$ cat config.mk
export PLATFORM = sky130hd
export DESIGN_NAME = mesh_tile
export DESIGN_NICKNAME = d
export VERILOG_FILES = /design/src/rtl/tile_pkg.sv /design/src/rtl/tile_queue.sv /design/src/rtl/tile_alu.sv /design/src/rtl/tile_route.sv /design/src/rtl/mesh_tile.sv
export SDC_FILE = /design/constraint.sdc
export NUM_CORES = 1
export LEC_CHECK = 0
export ABC_CLOCK_PERIOD_IN_PS = 8100
export BUFFER_PORTS_ARGS = -buffer_cell sky130_fd_sc_hd__clkbuf_2
export CORE_AREA = 5 5 315 317
export CTS_BUF_LIST = sky130_fd_sc_hd__clkbuf_8 sky130_fd_sc_hd__clkbuf_16
export DETAILED_ROUTE_END_ITERATION = 10
export DIE_AREA = 0 0 320 322
export GPL_ROUTABILITY_DRIVEN = 0
export PLACE_DENSITY = 0.43
export SKIP_LAST_GASP = 1
export SLEW_MARGIN = 40
export SYNTH_ARGS = -nofsm -noshare
export SYNTH_HDL_FRONTEND = slang
export SYNTH_SLANG_ARGS = --single-unit
export TNS_END_PERCENT = 1
$ cat constraint.sdc
create_clock -name clk -period 8.1 [get_ports clk]
set_input_delay 0.81 -clock clk [delete_from_list [all_inputs] [get_ports clk]]
set_output_delay 0.81 -clock clk [all_outputs]
set_load 0.02 [all_outputs]
$ cat src/rtl/tile_pkg.sv
`timescale 1ns/1ps
package tile_pkg;

    localparam int NDIR = 4;
    localparam logic [2:0] SEL_REG = 3'd4;

    typedef enum logic [3:0] {
        OP_ADD = 4'd0,
        OP_SUB = 4'd1,
        OP_AND = 4'd2,
        OP_OR  = 4'd3,
        OP_XOR = 4'd4,
        OP_SHL = 4'd5,
        OP_SHR = 4'd6,
        OP_EQ  = 4'd7,
        OP_LTU = 4'd8
    } opcode_e;

    typedef struct packed {
        logic [15:0]      konst;
        logic             reg_const;
        logic             reg_wr;
        logic [3:0]       byp_en;
        logic [3:0][1:0]  byp_src;
        logic [3:0]       op_dst;
        logic [2:0]       src_b;
        logic [2:0]       src_a;
        logic             op_en;
        logic [3:0]       opcode;
    } tile_cfg_t;

    localparam int CFG_W = $bits(tile_cfg_t);

    typedef enum logic [1:0] {
        ST_CHECK = 2'd0,
        ST_RUN   = 2'd1,
        ST_FAULT = 2'd2
    } tile_state_e;

    function automatic logic cfg_invalid(tile_cfg_t c);
        logic bad;
        int   users;
        bad = 1'b0;
        if (c.op_en) begin
            if (c.src_a > SEL_REG || c.src_b > SEL_REG) bad = 1'b1;
            if ((c.op_dst & c.byp_en) != 4'b0) bad = 1'b1;
        end
        for (int q = 0; q < NDIR; q++) begin
            users = 0;
            if (c.op_en && (c.src_a == 3'(q) || c.src_b == 3'(q))) users++;
            for (int d = 0; d < NDIR; d++) begin
                if (c.byp_en[d] && c.byp_src[d] == 2'(q)) users++;
            end
            if (users > 1) bad = 1'b1;
        end
        return bad;
    endfunction

endpackage

$ cat src/rtl/tile_queue.sv
`timescale 1ns/1ps
module tile_queue #(
    parameter int DW    = 32,
    parameter int DEPTH = 2,
    localparam int AW   = (DEPTH > 1) ? $clog2(DEPTH) : 1,
    localparam int CW   = $clog2(DEPTH + 1)
) (
    input  logic          clk,
    input  logic          rst_n,
    input  logic          in_valid,
    output logic          in_ready,
    input  logic [DW-1:0] in_data,
    output logic          head_valid,
    output logic [DW-1:0] head_data,
    input  logic          deq,
    output logic [CW-1:0] level
);

    logic [DW-1:0] slot [DEPTH];
    logic [AW-1:0] rd_ptr;
    logic [AW-1:0] wr_ptr;
    logic [CW-1:0] cnt;
    logic          full;
    logic          push;
    logic          pop;

    function automatic logic [AW-1:0] bump(logic [AW-1:0] p);
        return (p == AW'(DEPTH - 1)) ? '0 : p + AW'(1);
    endfunction

    always_comb begin
        full       = (cnt == CW'(DEPTH));
        head_valid = (cnt != '0);
        head_data  = slot[rd_ptr];
        in_ready   = !full || deq;
        push       = in_valid && in_ready;
        pop        = deq && head_valid;
        level      = cnt;
    end

    always_ff @(posedge clk) begin
        if (push) slot[wr_ptr] <= in_data;
    end

    always_ff @(posedge clk or negedge rst_n) begin
        if (!rst_n) begin
            rd_ptr <= '0;
            wr_ptr <= '0;
            cnt    <= '0;
        end else begin
            if (push) wr_ptr <= bump(wr_ptr);
            if (pop)  rd_ptr <= bump(rd_ptr);
            case ({push, pop})
                2'b10:   cnt <= cnt + CW'(1);
                2'b01:   cnt <= cnt - CW'(1);
                default: cnt <= cnt;
            endcase
        end
    end

endmodule

$ cat src/rtl/tile_alu.sv
`timescale 1ns/1ps
module tile_alu
    import tile_pkg::*;
#(
    parameter int DW  = 32,
    localparam int SHW = $clog2(DW)
) (
    input  logic [3:0]    op,
    input  logic [DW-1:0] a,
    input  logic [DW-1:0] b,
    output logic [DW-1:0] res
);

    logic [SHW-1:0] amt;

    always_comb begin
        amt = b[SHW-1:0];
        case (opcode_e'(op))
            OP_ADD:  res = a + b;
            OP_SUB:  res = a - b;
            OP_AND:  res = a & b;
            OP_OR:   res = a | b;
            OP_XOR:  res = a ^ b;
            OP_SHL:  res = a << amt;
            OP_SHR:  res = a >> amt;
            OP_EQ:   res = DW'(a == b);
            OP_LTU:  res = DW'(a < b);
            default: res = a;
        endcase
    end

endmodule

$ cat src/rtl/tile_route.sv
`timescale 1ns/1ps
module tile_route
    import tile_pkg::*;
#(
    parameter int DW = 32
) (
    input  logic                 run,
    input  logic                 op_en,
    input  logic [2:0]           src_a,
    input  logic [2:0]           src_b,
    input  logic [3:0]           op_dst,
    input  logic [3:0]           byp_en,
    input  logic [3:0][1:0]      byp_src,
    input  logic [3:0]           q_valid,
    input  logic [3:0][DW-1:0]   q_data,
    input  logic [DW-1:0]        reg_q,
    input  logic [DW-1:0]        alu_res,
    input  logic [3:0]           out_ready,
    output logic [3:0]           deq,
    output logic [3:0]           out_valid,
    output logic [3:0][DW-1:0]   out_data,
    output logic                 op_fire,
    output logic [DW-1:0]        opnd_a,
    output logic [DW-1:0]        opnd_b
);

    logic       a_ok;
    logic       b_ok;
    logic       dst_ok;
    logic [3:0] byp_fire;

    // Operand muxes: four queues plus the local register
    always_comb begin
        a_ok   = (src_a == SEL_REG) ? 1'b1  : q_valid[src_a[1:0]];
        b_ok   = (src_b == SEL_REG) ? 1'b1  : q_valid[src_b[1:0]];
        opnd_a = (src_a == SEL_REG) ? reg_q : q_data[src_a[1:0]];
        opnd_b = (src_b == SEL_REG) ? reg_q : q_data[src_b[1:0]];
    end

    always_comb begin
        dst_ok  = &(out_ready | ~op_dst);
        op_fire = run && op_en && a_ok && b_ok && dst_ok;
    end

    always_comb begin
        for (int d = 0; d < NDIR; d++) begin
            byp_fire[d] = run && byp_en[d] && q_valid[byp_src[d]] && out_ready[d];
        end
    end

    always_comb begin
        for (int d = 0; d < NDIR; d++) begin
            if (byp_en[d])
                out_valid[d] = run && q_valid[byp_src[d]];
            else if (op_en && op_dst[d])
                out_valid[d] = op_fire;
            else
                out_valid[d] = 1'b0;
        end
    end

    always_comb begin
        for (int d = 0; d < NDIR; d++) begin
            out_data[d] = byp_en[d] ? q_data[byp_src[d]] : alu_res;
        end
    end

    always_comb begin
        for (int q = 0; q < NDIR; q++) begin
            deq[q] = op_fire && (src_a == 3'(q) || src_b == 3'(q));
            for (int d = 0; d < NDIR; d++) begin
                if (byp_fire[d] && byp_src[d] == 2'(q)) deq[q] = 1'b1;
            end
        end
    end

endmodule

$ cat src/rtl/mesh_tile.sv
`timescale 1ns/1ps
module mesh_tile
    import tile_pkg::*;
#(
    parameter int DW     = 32,
    parameter int QDEPTH = 2,
    localparam int CNT_W = $clog2(QDEPTH + 1)
) (
    input  logic                  clk,
    input  logic                  rst_n,
    input  logic [CFG_W-1:0]      cfg_word,
    input  logic [3:0]            in_valid,
    output logic [3:0]            in_ready,
    input  logic [3:0][DW-1:0]    in_data,
    output logic [3:0]            out_valid,
    input  logic [3:0]            out_ready,
    output logic [3:0][DW-1:0]    out_data,
    output logic                  cfg_err
);

    tile_cfg_t             cfg;
    tile_state_e           state_q;
    tile_state_e           state_d;
    logic                  cfg_bad;
    logic                  run;
    logic [3:0]            q_valid;
    logic [3:0][DW-1:0]    q_data;
    logic [3:0]            deq;
    logic [3:0][CNT_W-1:0] q_cnt;
    logic [DW-1:0]         reg_q;
    logic [DW-1:0]         opnd_a;
    logic [DW-1:0]         opnd_b;
    logic [DW-1:0]         alu_res;
    logic                  op_fire;

    always_comb begin
        cfg     = tile_cfg_t'(cfg_word);
        cfg_bad = cfg_invalid(cfg);
    end

    // Controller: state register
    always_ff @(posedge clk or negedge rst_n) begin
        if (!rst_n) state_q <= ST_CHECK;
        else        state_q <= state_d;
    end

    // Controller: transitions T_CFG_OK, T_CFG_BAD, T_RUN_BAD
    always_comb begin
        state_d = state_q;
        unique case (state_q)
            ST_CHECK: state_d = cfg_bad ? ST_FAULT : ST_RUN;
            ST_RUN:   if (cfg_bad) state_d = ST_FAULT;
            ST_FAULT: state_d = ST_FAULT;
            default:  state_d = ST_FAULT;
        endcase
    end

    // Controller: outputs
    always_comb begin
        run     = 1'b0;
        cfg_err = 1'b0;
        unique case (state_q)
            ST_CHECK: ;
            ST_RUN:   run = 1'b1;
            ST_FAULT: cfg_err = 1'b1;
            default:  cfg_err = 1'b1;
        endcase
    end

    for (genvar q = 0; q < NDIR; q++) begin : g_queue
        tile_queue #(.DW(DW), .DEPTH(QDEPTH)) queue_i (
            .clk        (clk),
            .rst_n      (rst_n),
            .in_valid   (in_valid[q]),
            .in_ready   (in_ready[q]),
            .in_data    (in_data[q]),
            .head_valid (q_valid[q]),
            .head_data  (q_data[q]),
            .deq        (deq[q]),
            .level      (q_cnt[q])
        );
    end

    tile_route #(.DW(DW)) route_i (
        .run       (run),
        .op_en     (cfg.op_en),
        .src_a     (cfg.src_a),
        .src_b     (cfg.src_b),
        .op_dst    (cfg.op_dst),
        .byp_en    (cfg.byp_en),
        .byp_src   (cfg.byp_src),
        .q_valid   (q_valid),
        .q_data    (q_data),
        .reg_q     (reg_q),
        .alu_res   (alu_res),
        .out_ready (out_ready),
        .deq       (deq),
        .out_valid (out_valid),
        .out_data  (out_data),
        .op_fire   (op_fire),
        .opnd_a    (opnd_a),
        .opnd_b    (opnd_b)
    );

    tile_alu #(.DW(DW)) alu_i (
        .op  (cfg.opcode),
        .a   (opnd_a),
        .b   (opnd_b),
        .res (alu_res)
    );

    // Multi-purpose register: constant or accumulated result
    always_ff @(posedge clk or negedge rst_n) begin
        if (!rst_n)
            reg_q <= '0;
        else if (cfg.reg_const)
            reg_q <= DW'(cfg.konst);
        else if (op_fire && cfg.reg_wr)
            reg_q <= alu_res;
    end

endmodule

* Yosys cells after proc, flatten, opt, wreduce, memory -nomap -nowiden
Memories as Yosys holds them, arrays and structs flattened.
Index checks and enable logic that the tools add are counted.
** Cells by class
- Add/sub/neg operators :: 34
- Order comparisons :: 13
- Eq/ne operators :: 43
- Shifts and indexed selects :: 2
- Mux-type cells :: 111
- Bitwise operators :: 6
- Reductions and logical operators :: 106
** Operator list (number)
- $mux 32 :: 30
- $add 32x2->32 const B :: 16
- $bmux 32 s2 :: 6
- $pmux 32 s9 :: 1
- $gt 32x2->1 const B :: 4
- $logic_and 1x1->1 :: 73
- $mux 1 :: 61
- $add 32x32->32 :: 1
- $and 32x32->32 :: 1
- $eq 2x2->1 const B :: 16
- $eq 32x32->1 :: 1
- $lt 32x32->1 :: 1
- $or 32x32->32 :: 1
- $shl 32x5->32 :: 1
- $shr 32x5->32 :: 1
- $sub 32x32->32 :: 1
- $xor 32x32->32 :: 1
- $pmux 2 s2 :: 5
- $eq 2x1->1 const B :: 9
- $lt 2x3->1 const B :: 6
- $reduce_bool 2->1 :: 9
- $eq 4x3->1 const B :: 4
- $bmux 1 s2 :: 6
- $eq 3x2->1 const B :: 4
- 22 further kinds :: 56
** Storage, ports and cells
- Flip-flop bits (word level) :: 50
- Bits in writable memories :: 256
- Output and inout port bits :: 137
- Logic and storage cells :: 333
- Memories :: 4
** Memories
- g_queue[0].queue_i.slot :: words 2, bits a word 32, rd ports 1, clocked after Yosys merged registers in 0, wr ports 1, RTL line tile_queue.sv:19 : logic [DW-1:0] slot [DEPTH];
- g_queue[1].queue_i.slot :: words 2, bits a word 32, rd ports 1, clocked after Yosys merged registers in 0, wr ports 1, RTL line tile_queue.sv:19
- g_queue[2].queue_i.slot :: words 2, bits a word 32, rd ports 1, clocked after Yosys merged registers in 0, wr ports 1, RTL line tile_queue.sv:19
- g_queue[3].queue_i.slot :: words 2, bits a word 32, rd ports 1, clocked after Yosys merged registers in 0, wr ports 1, RTL line tile_queue.sv:19

* Depth between registers and ports, before layout
- Depth in word-level cells :: 19
- Gate-level depth with buffers :: 22

* Modules after synthesis
A second synthesis with hierarchy kept.
** Unflattened totals
- Cells, all modules :: 2829
- Area, all modules :: 28547.4 um^2
** By module, submodules not included
- tile_queue :: instances 4, cells each 117, area an instance 2507.4 um^2, sequential area each 2021.9 um^2
- tile_alu :: instances 1, cells each 1319, area an instance 8423.1 um^2, sequential area each 0.0 um^2
- tile_route :: instances 1, cells each 754, area an instance 7631.1 um^2, sequential area each 0.0 um^2
- mesh_tile :: instances 1, cells each 288, area an instance 2463.6 um^2, sequential area each 850.8 um^2

* Worst setup path before layout
No wires, ideal clock.
- Path kind :: input -> output
- From :: input cfg_word[9]
- To :: output out_data[126] in the netlist's numbering
- Data arrival time :: 5.435 ns
- Required time :: 7.290 ns
- Slack :: 1.855 ns
- Cell stages on the path :: 20
- Cells stage by stage :: buf_2 or3b_2 buf_2 o22a_1 nor2_2 buf_2 buf_2 buf_2 ha_1 clkbuf_1 a21o_1 a2111oi_0 or3_1 o41ai_1 a21oi_1 a221o_1 xor2_1 o211ai_1 o21ai_1 mux2i_1
** RTL lines
- from (decl) :: RTL line mesh_tile.sv:11 : input logic [CFG_W-1:0] cfg_word,
- to (decl) :: RTL line mesh_tile.sv:17 : output logic [3:0][DW-1:0] out_data,

==> results.sh <==
export IMPL_timing_slew_headroom=0.286
export IMPL_synth_top_family_by_area="multiplexers"
export IMPL_grt_remaining_overflow=0
export IMPL_drc_violations=0
export IMPL_grt_met2_usage=0.418
export IMPL_starting_drt_drc_count=4423
export IMPL_fp_dieW_um=320
export IMPL_syn_nets=3270
export IMPL_yosysWarnings=0
export IMPL_hold_violations=0
export IMPL_setup_tns_ns=0
export IMPL_finish_cell_count_without_fillers=4530
export IMPL_rsz_0062_raised_after_global_routing="no"
export IMPL_number_of_antenna_violations_at_the_first_check_in_global_routing=1
export IMPL_crit_path_top_delay_cell="sky130_fd_sc_hd__o31ai_2"
export IMPL_fillcell_total=9753
export IMPL_synth_area_leader_cell="sky130_fd_sc_hd__edfxtp_1"
export IMPL_synth_area_mm2=0.0286
export IMPL_vdd_ir_drop_max_mv=0.238
export IMPL_detailroute_via_count=28700
export IMPL_cts_setup_buffers=0
export IMPL_avgRoutedWirePerCell_um=32.2
export IMPL_placement_rows=114
export IMPL_cts_sinks=306
export IMPL_use_met3=0.0579
export IMPL_clock_tree_htree_level_count=2
export IMPL_dpl_hpwl_um=115000
export IMPL_synth_edff_count=256
export IMPL_track_usage=0.268
export IMPL_worst_path_max_fanout=17
export IMPL_report_final_setup_viol=0
export IMPL_vias_per_cell=6.34
export IMPL_synth_adder_area_share=0.0521
export IMPL_clock_pin_slew_worst_setup_and_hold_paths_ns=0.06
export IMPL_chipHeight_um=322
export IMPL_syn_mean_instance_area_um2=9.63
export IMPL_synth_compound_gate_area_share=0.210
export IMPL_timing_max_transition_violations_final=0
export IMPL_cts_made_buffers=35
export IMPL_layout_drive_gt1_share=0.248
export IMPL_initial_utilization=0.298
export IMPL_globalRouteMet1Util=0.358
export IMPL_nets=3531
export IMPL_numPortBuffers=319
export IMPL_route_final_wire_length_um=146000
export IMPL_criticalPathCategory="flop to output port"
export IMPL_place_inst=4467
export IMPL_floorplan_io_pins=320
export IMPL_hold_path_class="primary input to async pin"
export IMPL_area_growth_pct=15.4
export IMPL_max_slew_worst_pin_slew_ns=1.05
export IMPL_drt_pass1_iter_count=9
export IMPL_grt_pass1_vias=27600
export IMPL_timing_critical_path_required_ns=7.29
export IMPL_tritoncts="yes"
export IMPL_post_route_min_period_ns=7.84
export IMPL_critPathArrivalTime_ns=7.03
export IMPL_clockBufferDepth=3
export IMPL_fin_worst_skew_ns=0.0201
export IMPL_result_of_the_run="finished, final reports clean"
export IMPL_start_kind="flop"
export IMPL_dieArea_mm2=0.103
export IMPL_end_kind="output port"
export IMPL_grt_pass1_wl_um=205000
export IMPL_achievable_frequency_ghz=0.128
export IMPL_diodes=0
export IMPL_slowest_delay_ns=0.76
export IMPL_synth_most_common_cell="sky130_fd_sc_hd__nand2_1"
export IMPL_synth_seq_area_share=0.312
export IMPL_syn_inst=2969
export IMPL_power_density_cell_area_mw_per_mm2=265
export IMPL_synth_simple_gate_area_frac=0.129
export IMPL_clock_tree_root_cell="sky130_fd_sc_hd__clkbuf_16"
export IMPL_asyncSetResetFlopFracSynth=0.163
export IMPL_final_period_utilization=0.968
export IMPL_cts_hold_fix_buffers=0
export IMPL_core_region_area_mm2=0.0960
export IMPL_leakagePower_nw=12.6
export IMPL_grt_max_degree=61
export IMPL_ys_top_cells_by_count="sky130_fd_sc_hd__nand2_1 (280), sky130_fd_sc_hd__edfxtp_1 (256), sky130_fd_sc_hd__mux2i_1 (254), sky130_fd_sc_hd__nor2_1 (209), sky130_fd_sc_hd__o21ai_0 (180)"
export IMPL_ordered_list_of_cells_on_the_worst_path="mux2i_2 -> o22ai_1 -> a211oi_2 -> inv_1 -> ha_1 -> a211o_1 -> a2111oi_0 -> or3_1 -> o41ai_2 -> a31oi_1 -> xnor2_1 -> o221ai_1 -> o31ai_2 -> o21ai_1 -> clkbuf_2"
export IMPL_ys_ff_latch=306
export IMPL_dominantRegCellSynth="sky130_fd_sc_hd__edfxtp_1"
export IMPL_proportion_of_synthesized_area_in_mux_cells=0.225
export IMPL_synth_area_leaders="sky130_fd_sc_hd__edfxtp_1 (27%), sky130_fd_sc_hd__mux4_2 (11%), sky130_fd_sc_hd__mux2i_1 (8.9%)"
export IMPL_most_congested_layer_reported_by_global_routing="met2"
export IMPL_maxCapViolCount=0
export IMPL_clk_insertion_delay_late_ns=0.56
export IMPL_synth_xor_area_share=0.0153
export IMPL_drt_antenna_net_count=0
export IMPL_synthDistinctLibCells=107
export IMPL_post_cts_resized_instances=0
export IMPL_netlist_area_leader_share=0.269
[area by class of cell]
| type | instances | area, um2 | share of cell area |
|---|---|---|---|
| inverter | 133 | 507 | 0.0153 |
| tap | 1276 | 1600 | 0.0483 |
| sequential | 306 | 8940 | 0.271 |
| clock buffer | 35 | 876 | 0.0265 |
| timing repair buffer | 448 | 2650 | 0.0801 |
| clock inverter | 26 | 230 | 0.00697 |
| multi-input combinational | 2306 | 18200 | 0.552 |
[cell usage in the layout (no fill, tap or decap), types with 50 or more instances in the layout]
cell,synthesis,layout
sky130_fd_sc_hd__o22ai_1,111,110
sky130_fd_sc_hd__edfxtp_1,256,256
sky130_fd_sc_hd__inv_1,127,133
sky130_fd_sc_hd__nor2_1,209,204
sky130_fd_sc_hd__a21oi_1,161,161
sky130_fd_sc_hd__clkbuf_2,0,319
sky130_fd_sc_hd__o21ai_0,180,172
sky130_fd_sc_hd__ha_1,116,116
sky130_fd_sc_hd__nand2_1,280,280
sky130_fd_sc_hd__nor3_1,65,62
sky130_fd_sc_hd__o21ai_1,43,50
sky130_fd_sc_hd__buf_4,11,117
sky130_fd_sc_hd__mux2_2,52,52
sky130_fd_sc_hd__mux2i_1,254,244
sky130_fd_sc_hd__nand3_1,57,57
sky130_fd_sc_hd__mux4_2,135,135
[path summary, 6_finish.rpt]
| check | to | slack, ns | from | depth (start not counted) |
|---|---|---|---|---|
| hold / removal | g_queue[2].queue_i.wr_ptr$_DFFE_PN0P_ | 0.30 | rst_n | 2 |
| setup / recovery | out_data[26] | 0.26 | g_queue[0].queue_i.rd_ptr$_DFFE_PN0P_ | 15 |
| setup reg to reg | reg_q[23]$_DFFE_PN0P_ | 1.93 | g_queue[0].queue_i.rd_ptr$_DFFE_PN0P_ | 15 |
| min in group clk | g_queue[2].queue_i.slot[1][14]$_DFFE_PP_ | 0.44 | in_data[78] | 1 |
| hold reg to reg | g_queue[2].queue_i.level[1]$_DFFE_PN0P_ | 0.50 | g_queue[2].queue_i.level[1]$_DFFE_PN0P_ | 1 |
| max in group asynchronous | reg_q[21]$_DFFE_PN0P_ | 7.30 | rst_n | 2 |
[metal layers]
metal	wire [um]	share of wire
met1	58700	0.40
met2	63600	0.44
met3	15000	0.10
met4	8610	0.059
met5	0	0
[sequential cells by signal, summed over array words and instances, names as in the netlist]
name                    flops
state_q                     2
g_queue.queue_i.slot      256
reg_q                      32
g_queue.queue_i.wr_ptr      4
g_queue.queue_i.level       8
g_queue.queue_i.rd_ptr      4
[worst max-delay path, delay by kind of cell (launching register included)]
kind	cells	cell delay (ns)
AND/OR/NAND/NOR	1	0.37
AO/OA/AOI/OAI	9	3.72
adder cells (fa/ha/maj)	1	0.30
multiplexers	1	0.73
XOR/XNOR	1	0.22
buffers and inverters	2	0.35
flip-flops	1	0.74
[cells by family after synthesis]
group	after synthesis
xor+xnor	50
buf+inv	357
compound gates	887
simple gates	792
fa+ha+maj	118
mux	459
flops	306
[per-stage QoR]
step | power, W | util | area, um2 | worst slack [ns] | hold WS [ns]
4_1_cts | 0.00860 | 0.343 | 33000 | 0.306 | 0.411
3_3_place_gp | 0.00695 | 0.330 | 31700 | 0.548 | 0.479
5_1_grt | 0.00906 | 0.344 | 33000 | 0.0389 | 0.347
6_report | 0.00875 | 0.344 | 33000 | 0.258 | 0.300
3_5_place_dp | 0.00701 | 0.332 | 31900 | 0.735 | 0.487
2_1_floorplan | 0.00517 | - | 28600 | 1.85 | 0.456
[where the power goes]
| part | leakage, nW | total, W | internal (W) | switching [W] |
|---|---|---|---|---|
| logic | 9.06 | 0.00496 | 0.00156 | 0.00339 |
| clock network | 0.561 | 0.00157 | 0.000866 | 0.000699 |
| registers | 3.01 | 0.00223 | 0.00210 | 0.000127 |
| total | 12.6 | 0.00875 | 0.00453 | 0.00422 |
Power figures use the tool's default switching activity.
